$ cat src/rtl/rce_pkg.sv
package rce_pkg;

  typedef enum logic [2:0] {
    S_IDLE, S_TEST, S_SRCA, S_SRCI, S_RD, S_DSTA, S_DSTI, S_WR
  } state_e;

  typedef enum logic [1:0] {ID_PASS, ID_INC, ID_DEC} step_e;

  typedef enum logic [1:0] {RS_CNT, RS_SRC, RS_DST} rsel_e;

  typedef enum logic [1:0] {BR_START, BR_ALWAYS, BR_READY, BR_REPEAT} br_e;

  typedef struct packed {
    br_e    br;
    state_e nxt_t;
    state_e nxt_f;
    rsel_e  sel;
    step_e  step;
    logic   rf_we;
    logic   mar_ld;
    logic   mdr_ld;
    logic   req;
    logic   we;
  } uword_t;

  // Microcode store: one word per state.
  function automatic uword_t ucode(input state_e s);
    uword_t u;
    u = '0;
    u.br    = BR_ALWAYS;
    u.nxt_t = S_IDLE;
    u.nxt_f = S_IDLE;
    u.sel   = RS_CNT;
    u.step  = ID_PASS;
    case (s)
      S_IDLE: begin
        u.br = BR_START; u.nxt_t = S_TEST; u.nxt_f = S_IDLE;
      end
      S_TEST: begin
        u.br = BR_REPEAT; u.nxt_t = S_SRCA; u.nxt_f = S_IDLE;
        u.sel = RS_CNT; u.step = ID_DEC; u.rf_we = 1'b1;
      end
      S_SRCA: begin
        u.nxt_t = S_SRCI; u.sel = RS_SRC; u.step = ID_PASS; u.mar_ld = 1'b1;
      end
      S_SRCI: begin
        u.nxt_t = S_RD; u.sel = RS_SRC; u.step = ID_INC; u.rf_we = 1'b1;
      end
      S_RD: begin
        u.br = BR_READY; u.nxt_t = S_DSTA; u.nxt_f = S_RD;
        u.req = 1'b1; u.mdr_ld = 1'b1;
      end
      S_DSTA: begin
        u.nxt_t = S_DSTI; u.sel = RS_DST; u.step = ID_PASS; u.mar_ld = 1'b1;
      end
      S_DSTI: begin
        u.nxt_t = S_WR; u.sel = RS_DST; u.step = ID_INC; u.rf_we = 1'b1;
      end
      S_WR: begin
        u.br = BR_READY; u.nxt_t = S_TEST; u.nxt_f = S_WR;
        u.req = 1'b1; u.we = 1'b1;
      end
      default: u.nxt_t = S_IDLE;
    endcase
    return u;
  endfunction

endpackage

$ cat src/rtl/rce_incdec.sv
module rce_incdec
  import rce_pkg::*;
#(
  parameter int W = 16
) (
  input  rsel_e          sel_i,
  input  step_e          step_i,
  input  logic [W-1:0]   cnt_i,
  input  logic [W-1:0]   src_i,
  input  logic [W-1:0]   dst_i,
  output logic [W-1:0]   res_o
);
  localparam logic [W-1:0] ONE = {{(W-1){1'b0}}, 1'b1};

  logic [W-1:0] operand;

  always_comb begin
    case (sel_i)
      RS_SRC:  operand = src_i;
      RS_DST:  operand = dst_i;
      default: operand = cnt_i;
    endcase
  end

  always_comb begin
    case (step_i)
      ID_INC:  res_o = operand + ONE;
      ID_DEC:  res_o = operand - ONE;
      default: res_o = operand;
    endcase
  end

endmodule

$ cat src/rtl/rce_regfile.sv
module rce_regfile
  import rce_pkg::*;
#(
  parameter int W = 16
) (
  input  logic         clk,
  input  logic         rst,
  input  logic         load_i,
  input  logic [W-1:0] cnt_init_i,
  input  logic [W-1:0] src_init_i,
  input  logic [W-1:0] dst_init_i,
  input  logic         we_i,
  input  rsel_e        sel_i,
  input  logic [W-1:0] wdata_i,
  output logic [W-1:0] cnt_o,
  output logic [W-1:0] src_o,
  output logic [W-1:0] dst_o
);
  localparam logic [W-1:0] ONE = {{(W-1){1'b0}}, 1'b1};

  logic [W-1:0] cnt_q, src_q, dst_q;

  always_ff @(posedge clk) begin
    if (rst) begin
      cnt_q <= '0;
      src_q <= '0;
      dst_q <= '0;
    end else if (load_i) begin
      cnt_q <= cnt_init_i;
      src_q <= src_init_i;
      dst_q <= dst_init_i;
    end else if (we_i) begin
      case (sel_i)
        RS_SRC:  src_q <= wdata_i;
        RS_DST:  dst_q <= wdata_i;
        default: cnt_q <= wdata_i;
      endcase
    end
  end

  assign cnt_o = cnt_q;
  assign src_o = src_q;
  assign dst_o = dst_q;

  // outside a load, pointers only ever move forward by one (with wrap)
  p_src_step_r5: assert property (@(posedge clk) disable iff (rst)
    (!$past(rst) && !$past(load_i) && !$stable(src_q)) |-> src_q == $past(src_q) + ONE);
  p_dst_step_r5: assert property (@(posedge clk) disable iff (rst)
    (!$past(rst) && !$past(load_i) && !$stable(dst_q)) |-> dst_q == $past(dst_q) + ONE);

endmodule

$ cat src/rtl/rce_useq.sv
module rce_useq
  import rce_pkg::*;
(
  input  logic   clk,
  input  logic   rst,
  input  logic   start_i,
  input  logic   ready_i,
  input  logic   repeat_i,
  output state_e state_o,
  output uword_t uw_o
);
  state_e state_q, state_d;
  uword_t uw;
  logic   cond;

  assign uw = ucode(state_q);

  always_comb begin
    case (uw.br)
      BR_START:  cond = start_i;
      BR_READY:  cond = ready_i;
      BR_REPEAT: cond = repeat_i;
      default:   cond = 1'b1;
    endcase
    state_d = cond ? uw.nxt_t : uw.nxt_f;
  end

  always_ff @(posedge clk) begin
    if (rst) state_q <= S_IDLE;
    else     state_q <= state_d;
  end

  assign state_o = state_q;
  assign uw_o    = uw;

  // the only way back to idle is a failed repeat test at the loop head
  p_exit_from_test_r2: assert property (@(posedge clk) disable iff (rst)
    (!$past(rst) && state_q == S_IDLE && $past(state_q) != S_IDLE)
      |-> ($past(state_q) == S_TEST && !$past(repeat_i)));

endmodule

$ cat src/rtl/rep_copy_engine.sv
module rep_copy_engine
  import rce_pkg::*;
#(
  parameter int W = 16
) (
  input  logic         clk,
  input  logic         rst,
  input  logic         start,
  input  logic [W-1:0] cnt_init,
  input  logic [W-1:0] src_init,
  input  logic [W-1:0] dst_init,
  output logic         done,
  output logic         mem_req,
  output logic         mem_we,
  output logic [W-1:0] mem_addr,
  output logic [W-1:0] mem_wdata,
  input  logic [W-1:0] mem_rdata,
  input  logic         mem_ready
);
  state_e       state;
  uword_t       uw;
  logic [W-1:0] cnt, src, dst, step_res;
  logic [W-1:0] mar_q, mdr_q;
  logic         done_q, rep, load;

  assign rep  = (cnt != '0);
  assign load = (state == S_IDLE) && start;

  rce_useq u_seq (
    .clk      (clk),
    .rst      (rst),
    .start_i  (start),
    .ready_i  (mem_ready),
    .repeat_i (rep),
    .state_o  (state),
    .uw_o     (uw)
  );

  rce_incdec #(.W(W)) u_incdec (
    .sel_i  (uw.sel),
    .step_i (uw.step),
    .cnt_i  (cnt),
    .src_i  (src),
    .dst_i  (dst),
    .res_o  (step_res)
  );

  rce_regfile #(.W(W)) u_regs (
    .clk        (clk),
    .rst        (rst),
    .load_i     (load),
    .cnt_init_i (cnt_init),
    .src_init_i (src_init),
    .dst_init_i (dst_init),
    .we_i       (uw.rf_we),
    .sel_i      (uw.sel),
    .wdata_i    (step_res),
    .cnt_o      (cnt),
    .src_o      (src),
    .dst_o      (dst)
  );

  always_ff @(posedge clk) begin
    if (rst) begin
      mar_q  <= '0;
      mdr_q  <= '0;
      done_q <= 1'b0;
    end else begin
      if (uw.mar_ld) mar_q <= step_res;
      if (uw.mdr_ld && mem_ready) mdr_q <= mem_rdata;
      done_q <= (state == S_TEST) && !rep;
    end
  end

  assign done      = done_q;
  assign mem_req   = uw.req;
  assign mem_we    = uw.we;
  assign mem_addr  = {mar_q[W-1:1], 1'b0};
  assign mem_wdata = mdr_q;

  // a pending access holds all its fields until acknowledged
  p_hold_until_ready_r6: assert property (@(posedge clk) disable iff (rst)
    (mem_req && !mem_ready) |=> (mem_req && $stable(mem_addr) && $stable(mem_we)
                                 && $stable(mem_wdata)));
  // completion is a single-cycle pulse
  p_done_pulse_r7: assert property (@(posedge clk) disable iff (rst)
    done |=> !done);
  // completion never overlaps a memory access
  p_done_quiet_r2: assert property (@(posedge clk) disable iff (rst)
    done |-> !mem_req);
  // a write is always a request
  p_we_in_req_r9: assert property (@(posedge clk) disable iff (rst)
    mem_we |-> mem_req);

endmodule

$ cat config.mk
export PLATFORM = sky130hd
export DESIGN_NAME = rep_copy_engine
export DESIGN_NICKNAME = d
export VERILOG_FILES = /design/src/rtl/rce_pkg.sv /design/src/rtl/rce_incdec.sv /design/src/rtl/rce_regfile.sv /design/src/rtl/rce_useq.sv /design/src/rtl/rep_copy_engine.sv
export SDC_FILE = /design/constraint.sdc
export NUM_CORES = 1
export LEC_CHECK = 0
export BUFFER_PORTS_ARGS = -buffer_cell sky130_fd_sc_hd__buf_2
export CORE_ASPECT_RATIO = 0.8
export CORE_MARGIN = 5
export CORE_UTILIZATION = 57
export CTS_BUF_LIST = sky130_fd_sc_hd__clkbuf_8
export DETAILED_ROUTE_END_ITERATION = 7
export PLACE_DENSITY = 0.84
export SETUP_SLACK_MARGIN = 0.4
export SYNTH_ARGS = -nofsm -noshare
export SYNTH_HDL_FRONTEND = slang
export SYNTH_SLANG_ARGS = --single-unit
$ cat constraint.sdc
create_clock -name clk -period 4.7 [get_ports clk]
set_clock_uncertainty 0.05 [all_clocks]
set_input_delay 0.94 -clock clk [delete_from_list [all_inputs] [get_ports clk]]
set_output_delay 0.94 -clock clk [all_outputs]
set_load 0.05 [all_outputs]
After elaboration in Yosys (flattened, before gate mapping)
Cells that the tools add are included.
{ "totals": {"regBits": 84, "latch_bits": 0, "ram_bits": 0, "rom_bits": 0, "inputBits": 68, "out_inout_bits": 35, "word_cells": 63, "n_memories": 0} }
{ "classes": {"add_sub_neg": 2, "mul": 0, "n_div": 0, "n_lt_le_gt_ge": 0, "eq_ne": 14, "shift": 0, "muxes": 22, "bitwise_logic": 0, "n_reduce_logical": 18} }
{ "op_table": {"columns": ["operator", "count"], "rows": [
  ["16-bit 2-to-1 mux", 9],
  ["16-bit one-hot mux with 2 select lines", 2],
  ["3-bit one-hot mux with 7 select lines", 1],
  ["4-bit one-hot mux with 5 select lines", 1],
  ["16-bit by 1-bit adder with 16-bit output (second input constant)", 1],
  ["16-bit nonzero test", 1],
  ["16-bit by 1-bit subtractor with 16-bit output (second input constant)", 1],
  ["3-bit equality test (second input constant)", 4],
  ["2-bit equality test (second input constant)", 4],
  ["2-bit OR reduction", 4],
  ["3-bit by 2-bit equality test with 1-bit output (second input constant)", 2],
  ["2-bit one-hot mux with 3 select lines", 1],
  ["3-bit one-hot mux with 2 select lines", 1],
  ["2-bit AND reduction", 3],
  ["2-bit nonzero test", 3],
  ["1-bit 2-to-1 mux", 5],
  ["2-bit by 1-bit equality test with 1-bit output (second input constant)", 2],
  ["3-bit by 1-bit equality test with 1-bit output (second input constant)", 1],
  ["1-bit logical AND", 3],
  ["3-bit zero test", 1],
  ["3-bit 2-to-1 mux", 1],
  ["1-bit one-hot mux with 3 select lines", 1],
  ["3-bit OR reduction", 1],
  ["2-bit zero test", 1],
  ["2 further kinds", 2]
]} }

Logic depth before layout (Yosys ltp)
{ "depth": {"depth_word": 9, "mapped_depth": 19, "depth_no_buf": 16} }

Hierarchy
Synthesis repeated with hierarchy kept, for this count alone.
{ "hier_totals": {"cells_unflattened": 626, "hier_area_um2": 5509.0} }
{ "by_module_without_submodules": {"columns": ["mod", "instances", "cells_per_inst", "area_each_um2", "seq_area_each_um2"], "rows": [
  ["rce_regfile", 1, 249, 2617.5, 960.9],
  ["rce_incdec", 1, 207, 1391.3, 0.0],
  ["rep_copy_engine", 1, 130, 1196.1, 640.6],
  ["rce_useq", 1, 40, 304.0, 60.1]
]} }

Worst setup path before layout
OpenSTA, ideal clock, no wires.
{ "synth_path": {"path_kind": "register to register", "from": "register u_seq.state_q[0] (netlist: u_seq.state_o[0])", "to": "register u_regs.cnt_q[14] (netlist: u_regs.cnt_o[14])", "arrival_time_ns": 3.657, "path_slack_ns": 0.864, "path_stages_with_launch": 16, "synth_period_minus_slack_ns": 3.836, "cell_sequence": "dfxtp_1 inv_1 ha_1 o21ai_0 inv_1 ha_1 buf_2 buf_2 o21ai_0 fa_1 a21o_1 a221oi_2 o41ai_2 o31a_1 a21oi_2 o31ai_1"} }
{ "synth_via": {"elab_chain_len": 9, "elab_cells_between_ends": 25} }
{ "synth_rtl": {"columns": ["item", "line", "text"], "rows": [
  ["start, declared", "rce_useq.sv:12", "state_e state_q, state_d;"],
  ["start signal, assigned", "rce_useq.sv:30", "else state_q <= state_d;"],
  ["3-bit equality test, or another cell as far along", "rce_pkg.sv:35", "case (s)"],
  ["4-bit one-hot mux with 5 select lines", "rce_pkg.sv:35", null],
  ["2-bit equality test or 2-bit by 1-bit equality test with 1-bit output (tied branches)", "rce_incdec.sv:18, rce_regfile.sv:33", null],
  ["16-bit one-hot mux with 2 select lines", "rce_incdec.sv:18", "case (sel_i)"],
  ["16-bit by 1-bit subtractor with 16-bit output or 16-bit by 1-bit adder with 16-bit output (tied branches)", "rce_incdec.sv:28, rce_incdec.sv:27", null],
  ["16-bit one-hot mux with 2 select lines", "rce_incdec.sv:26", "case (step_i)"],
  ["16-bit 2-to-1 mux", "rce_regfile.sv:33", "case (sel_i)"],
  ["16-bit 2-to-1 mux", "rce_regfile.sv:32", "end else if (we_i) begin"],
  ["16-bit 2-to-1 mux", "rce_regfile.sv:28", "end else if (load_i) begin"],
  ["end signal, assigned", "rce_regfile.sv:29", "cnt_q <= cnt_init_i;"],
  ["end signal, assigned", "rce_regfile.sv:36", "default: cnt_q <= wdata_i;"],
  ["end, declared", "rce_regfile.sv:21", "logic [W-1:0] cnt_q, src_q, dst_q;"]
]} }
Several ways; a longest one is shown, not always the timed one. The select of a mux whose other input is x is not followed.
A chain may end at the register's enable or synchronous reset.

Worst setup path after layout
{ "layout_path": {"from": "register u_seq.state_q[0] (netlist: u_seq.state_o[0])", "to": "register u_regs.src_q[15] (netlist: u_regs.src_o[15])"} }
{ "layout_via": {"elab_chain_len": 9, "elab_cells_between_ends": 24} }
{ "layout_rtl": {"columns": ["item", "line", "text"], "rows": [
  ["3-bit equality test, or another cell as far along", "rce_pkg.sv:35", null],
  ["4-bit one-hot mux with 5 select lines", "rce_pkg.sv:35", null],
  ["2-bit equality test or 2-bit by 1-bit equality test with 1-bit output (tied branches)", "rce_incdec.sv:18, rce_regfile.sv:33", null],
  ["16-bit one-hot mux with 2 select lines", "rce_incdec.sv:18", null],
  ["16-bit by 1-bit subtractor with 16-bit output or 16-bit by 1-bit adder with 16-bit output (tied branches)", "rce_incdec.sv:28, rce_incdec.sv:27", null],
  ["16-bit one-hot mux with 2 select lines", "rce_incdec.sv:26", null],
  ["16-bit 2-to-1 mux", "rce_regfile.sv:33", null],
  ["16-bit 2-to-1 mux", "rce_regfile.sv:32", null],
  ["16-bit 2-to-1 mux", "rce_regfile.sv:28", null],
  ["end signal, assigned", "rce_regfile.sv:30", "src_q <= src_init_i;"],
  ["end signal, assigned", "rce_regfile.sv:34", "RS_SRC: src_q <= wdata_i;"],
  ["end, declared", "rce_regfile.sv:21", null]
]} }
Several ways; a longest one is shown, not always the timed one. The select of a mux whose other input is x is not followed.

==> impl_metrics.prom <==
# TYPE chip_impl_metric gauge
chip_impl_metric{name="netlist-cell-type-count",unit=""} 66
chip_impl_metric{name="fin_crit_sh",unit=""} 0.886
chip_impl_metric{name="yosysWarnings",unit=""} 0
chip_impl_metric{name="finalNonFillerCells",unit=""} 834
chip_impl_metric{name="floorplan.core_area",unit="µm²"} 8480
chip_impl_metric{name="total_leakage_power",unit="µW"} 0.00233
chip_impl_metric{name="timing_max_transition_violations_final",unit=""} 0
chip_impl_metric{name="die_height",unit="µm"} 93.4
chip_impl_metric{name="drv.max_cap_violation_count",unit=""} 0
chip_impl_metric{name="num_io_pins",unit=""} 103
chip_impl_metric{name="async_flop_share",unit=""} 0
chip_impl_metric{name="setup-tns-final",unit="ps"} 0
chip_impl_metric{name="area_delta_synth_final",unit="%"} 15.2
chip_impl_metric{name="grt_first_pass_wirelength",unit="mm"} 25.0
chip_impl_info{name="unrepaired_setup_endpoints_after_global_routing",value="no"} 1
chip_impl_metric{name="postSynthCellCount",unit=""} 641
chip_impl_metric{name="setup-violations-final",unit=""} 0
chip_impl_metric{name="critical_path.max_fanout",unit=""} 9
chip_impl_info{name="tritoncts",value="built"} 1
chip_impl_metric{name="finalCoreUtilization",unit=""} 0.673
chip_impl_metric{name="place_hpwl",unit="mm"} 11.6
chip_impl_metric{name="first_iter_violations",unit=""} 598
chip_impl_metric{name="initial_utilization",unit=""} 0.584
chip_impl_metric{name="period_needed",unit="ps"} 4160
chip_impl_metric{name="fmaxAchievable",unit="GHz"} 0.240
chip_impl_metric{name="cp_data_required_time",unit="ps"} 4880
chip_impl_metric{name="synth_enable_flop_cells",unit=""} 0
chip_impl_metric{name="holdBufCountCts",unit=""} 0
chip_impl_metric{name="placementRows",unit=""} 30
chip_impl_metric{name="gr-usage-all-layers",unit=""} 0.294
chip_impl_metric{name="detailroute.via_count",unit=""} 5396
chip_impl_info{name="synth.area.top_cells",value="sky130_fd_sc_hd__dfxtp_1 34%, sky130_fd_sc_hd__a21oi_1 8.6%, sky130_fd_sc_hd__nand2_1 6.9%"} 1
chip_impl_metric{name="synth_fp_nets",unit=""} 731
chip_impl_metric{name="route.detailed.drc",unit=""} 0
chip_impl_metric{name="cts_sinks",unit=""} 83
chip_impl_metric{name="max-slew-margin-rel",unit=""} 0.257
chip_impl_metric{name="die_area",unit="µm²"} 10700
chip_impl_metric{name="grt_overflow",unit=""} 0
chip_impl_metric{name="drive_gt1_frac",unit=""} 0.213
chip_impl_metric{name="synth_seq_cells",unit=""} 83
chip_impl_metric{name="number_of_global_route_vias_before_repair",unit=""} 5038
chip_impl_info{name="yosys_most_used_dff",value="sky130_fd_sc_hd__dfxtp_1"} 1
chip_impl_info{name="worst_hold_path_type",value="reg2reg"} 1
chip_impl_metric{name="avgViaCountPerCell",unit=""} 6.47
chip_impl_metric{name="timing.critical_path.arrival",unit="ps"} 4350
chip_impl_metric{name="powerDensity",unit="nW/µm²"} 688
chip_impl_metric{name="clk_latency",unit="ps"} 370
chip_impl_metric{name="gpl.final_weighted_congestion",unit=""} 0.964
chip_impl_metric{name="port_buffers",unit=""} 101
chip_impl_metric{name="mappedNetlistArea",unit="µm²"} 4960
chip_impl_metric{name="antenna_violations_before_repair",unit=""} 0
chip_impl_metric{name="tightest_slew",unit="ps"} 1110
chip_impl_info{name="timing.setup.critical_path_class",value="reg2reg"} 1
chip_impl_metric{name="cell_area_after_placement",unit="µm²"} 5500
chip_impl_metric{name="detail-route-antenna-nets",unit=""} 0
chip_impl_info{name="crit_path_start_kind",value="flop"} 1
chip_impl_metric{name="worst_ir_drop_vdd",unit="µV"} 356
chip_impl_info{name="synth_commonest_cells",value="91 x sky130_fd_sc_hd__nand2_1, 85 x sky130_fd_sc_hd__a21oi_1, 83 x sky130_fd_sc_hd__dfxtp_1"} 1
chip_impl_metric{name="postLayoutCellArea",unit="µm²"} 5710
chip_impl_metric{name="report.final.hold_viol_count",unit=""} 0
chip_impl_metric{name="die_x",unit="µm"} 114
chip_impl_info{name="result_of_the_run",value="completed"} 1
chip_impl_metric{name="fin_total_pwr",unit="µW"} 3930
chip_impl_metric{name="cts-htree-levels",unit=""} 3
chip_impl_metric{name="avgSynthCellArea",unit="µm²"} 7.73
chip_impl_metric{name="dp.cells",unit=""} 819
chip_impl_metric{name="wirelength",unit="mm"} 16.0
chip_impl_metric{name="synth_top_area_share",unit=""} 0.335
chip_impl_metric{name="num-nets-final",unit=""} 808
chip_impl_info{name="cp-end-kind",value="flop"} 1
chip_impl_info{name="synth.largest_area_cell",value="sky130_fd_sc_hd__dfxtp_1"} 1
chip_impl_metric{name="detailedRoute.firstPassIterationCount",unit=""} 6
chip_impl_metric{name="clk_pin_slew",unit="ps"} 80
chip_impl_metric{name="num_antenna_cells",unit=""} 0
chip_impl_info{name="clock-root-buffer",value="sky130_fd_sc_hd__clkbuf_8"} 1
chip_impl_metric{name="routedWlPerCell",unit="µm"} 19.1
chip_impl_metric{name="yosysSeqAreaShare",unit=""} 0.335
chip_impl_metric{name="post_cts.repair.setup_buffers",unit=""} 0
chip_impl_metric{name="clock_tree.buffer_depth",unit=""} 2
chip_impl_info{name="most_common_cell_in_the_synthesized_netlist",value="sky130_fd_sc_hd__nand2_1"} 1
chip_impl_metric{name="grt_max_degree",unit=""} 61
chip_impl_metric{name="cts-buffers-inserted",unit=""} 9
==> state kept, by name, indices dropped and copies added (netlist names) <==
register / cells
done: 1
mar_q: 15
mem_wdata: 16
u_regs.cnt_o: 16
u_regs.dst_o: 16
u_regs.src_o: 16
u_seq.state_o: 3
==> stage by stage <==
stage	hold WS [ps]	setup slack [ps]
after floorplan	382	864
after global placement	388	533
after detailed placement	395	281
after CTS	406	485
after global routing	425	385
final	403	536
==> timing repair <==
action	CTS	global route
endpoints found under the setup margin	19	34
hold endpoints to repair	0	0
gates resized for setup	2	4
==> path summary, 6_finish.rpt <==
path	start	to	slack [ps]	cells after the start
worst max-delay path	u_seq.state_o[0]$_SDFF_PP0_	u_regs.src_o[15]$_SDFFE_PP0P_	540	15
worst min-delay path	mem_wdata[11]$_SDFFE_PP0P_	mem_wdata[11]$_SDFFE_PP0P_	400	2
worst max register to register	u_seq.state_o[0]$_SDFF_PP0_	u_regs.src_o[15]$_SDFFE_PP0P_	540	15
worst min register to register	mem_wdata[11]$_SDFFE_PP0P_	mem_wdata[11]$_SDFFE_PP0P_	400	2
==> layout by cell type (no fill, tap or decap), drive strengths merged, types with 3 or more instances in the layout <==
| master | n |
|---|---|
| a22oi | 13 |
| buf | 114 |
| a31oi | 11 |
| a211oi | 10 |
| nor4 | 5 |
| o22ai | 6 |
| o211ai | 19 |
| nand4 | 3 |
| and3 | 13 |
| mux2i | 4 |
| o21a | 3 |
| o31ai | 16 |
| ha | 21 |
| and2 | 4 |
| nor2b | 5 |
| o21ai | 71 |
| xnor2 | 4 |
| nor3 | 7 |
| a221oi | 5 |
| xor2 | 6 |
| nor2 | 41 |
| or2 | 3 |
| a21o | 6 |
| dfxtp | 83 |
| a21oi | 86 |
| nand2 | 91 |
| nand3 | 15 |
| inv | 11 |
| clkbuf | 11 |
==> area by class of cell <==
| type | count | area [µm²] |
|---|---|---|
| flip-flops and latches | 83 | 1660 |
| clock inverters | 4 | 27.5 |
| multi-input cells | 500 | 3080 |
| repair buffers | 114 | 616 |
| inverters | 10 | 37.5 |
| clock buffers | 11 | 151 |
| well taps | 112 | 140 |
| fillers | 734 | 2770 |
==> per-layer routing <==
layer / vias to the layer above / global-route usage / wire length [µm]
li1: 2512 / - / -
met1: 2475 / 0.401 / 6580
met2: 357 / 0.454 / 7150
met3: 52 / 0.0582 / 1710
met4: 0 / 0.124 / 527
met5: - / 0 / 0
==> kinds of logic (layout without fill, tap and decap cells) <==
kind of cell | after synthesis | count (layout) | synth area share
buf+inv | 58 | 139 | 0.0505
compound gates | 266 | 266 | 0.351
fa+ha+maj | 22 | 22 | 0.0570
simple gates | 196 | 196 | 0.177
xor+xnor | 10 | 10 | 0.0177
flops | 83 | 83 | 0.335
mux | 5 | 5 | 0.0103
other cells | 1 | 1 | 0.000756
==> worst max-delay path, cell delays in order (launching register included) <==
cell and delay [ps]:
sky130_fd_sc_hd__dfxtp_1 360, sky130_fd_sc_hd__inv_1 110, sky130_fd_sc_hd__ha_1 290, sky130_fd_sc_hd__nor2_1 70, sky130_fd_sc_hd__or2_2 320, sky130_fd_sc_hd__inv_1 70, sky130_fd_sc_hd__ha_2 310, sky130_fd_sc_hd__buf_4 220
sky130_fd_sc_hd__a22oi_1 100, sky130_fd_sc_hd__o21ai_0 300, sky130_fd_sc_hd__ha_1 360, sky130_fd_sc_hd__a21oi_1 350, sky130_fd_sc_hd__o31ai_4 200, sky130_fd_sc_hd__or2_1 320, sky130_fd_sc_hd__a221oi_2 420, sky130_fd_sc_hd__o21ai_0 170
==> power by group <==
group | leakage (µW) | internal (µW) | switching, µW
logic | 0.00156 | 745 | 1630
registers | 0.000677 | 923 | 156
clock network | 0.0000888 | 217 | 265
total | 0.00233 | 1880 | 2050
No activity file was read; power rests on OpenSTA's default activity.
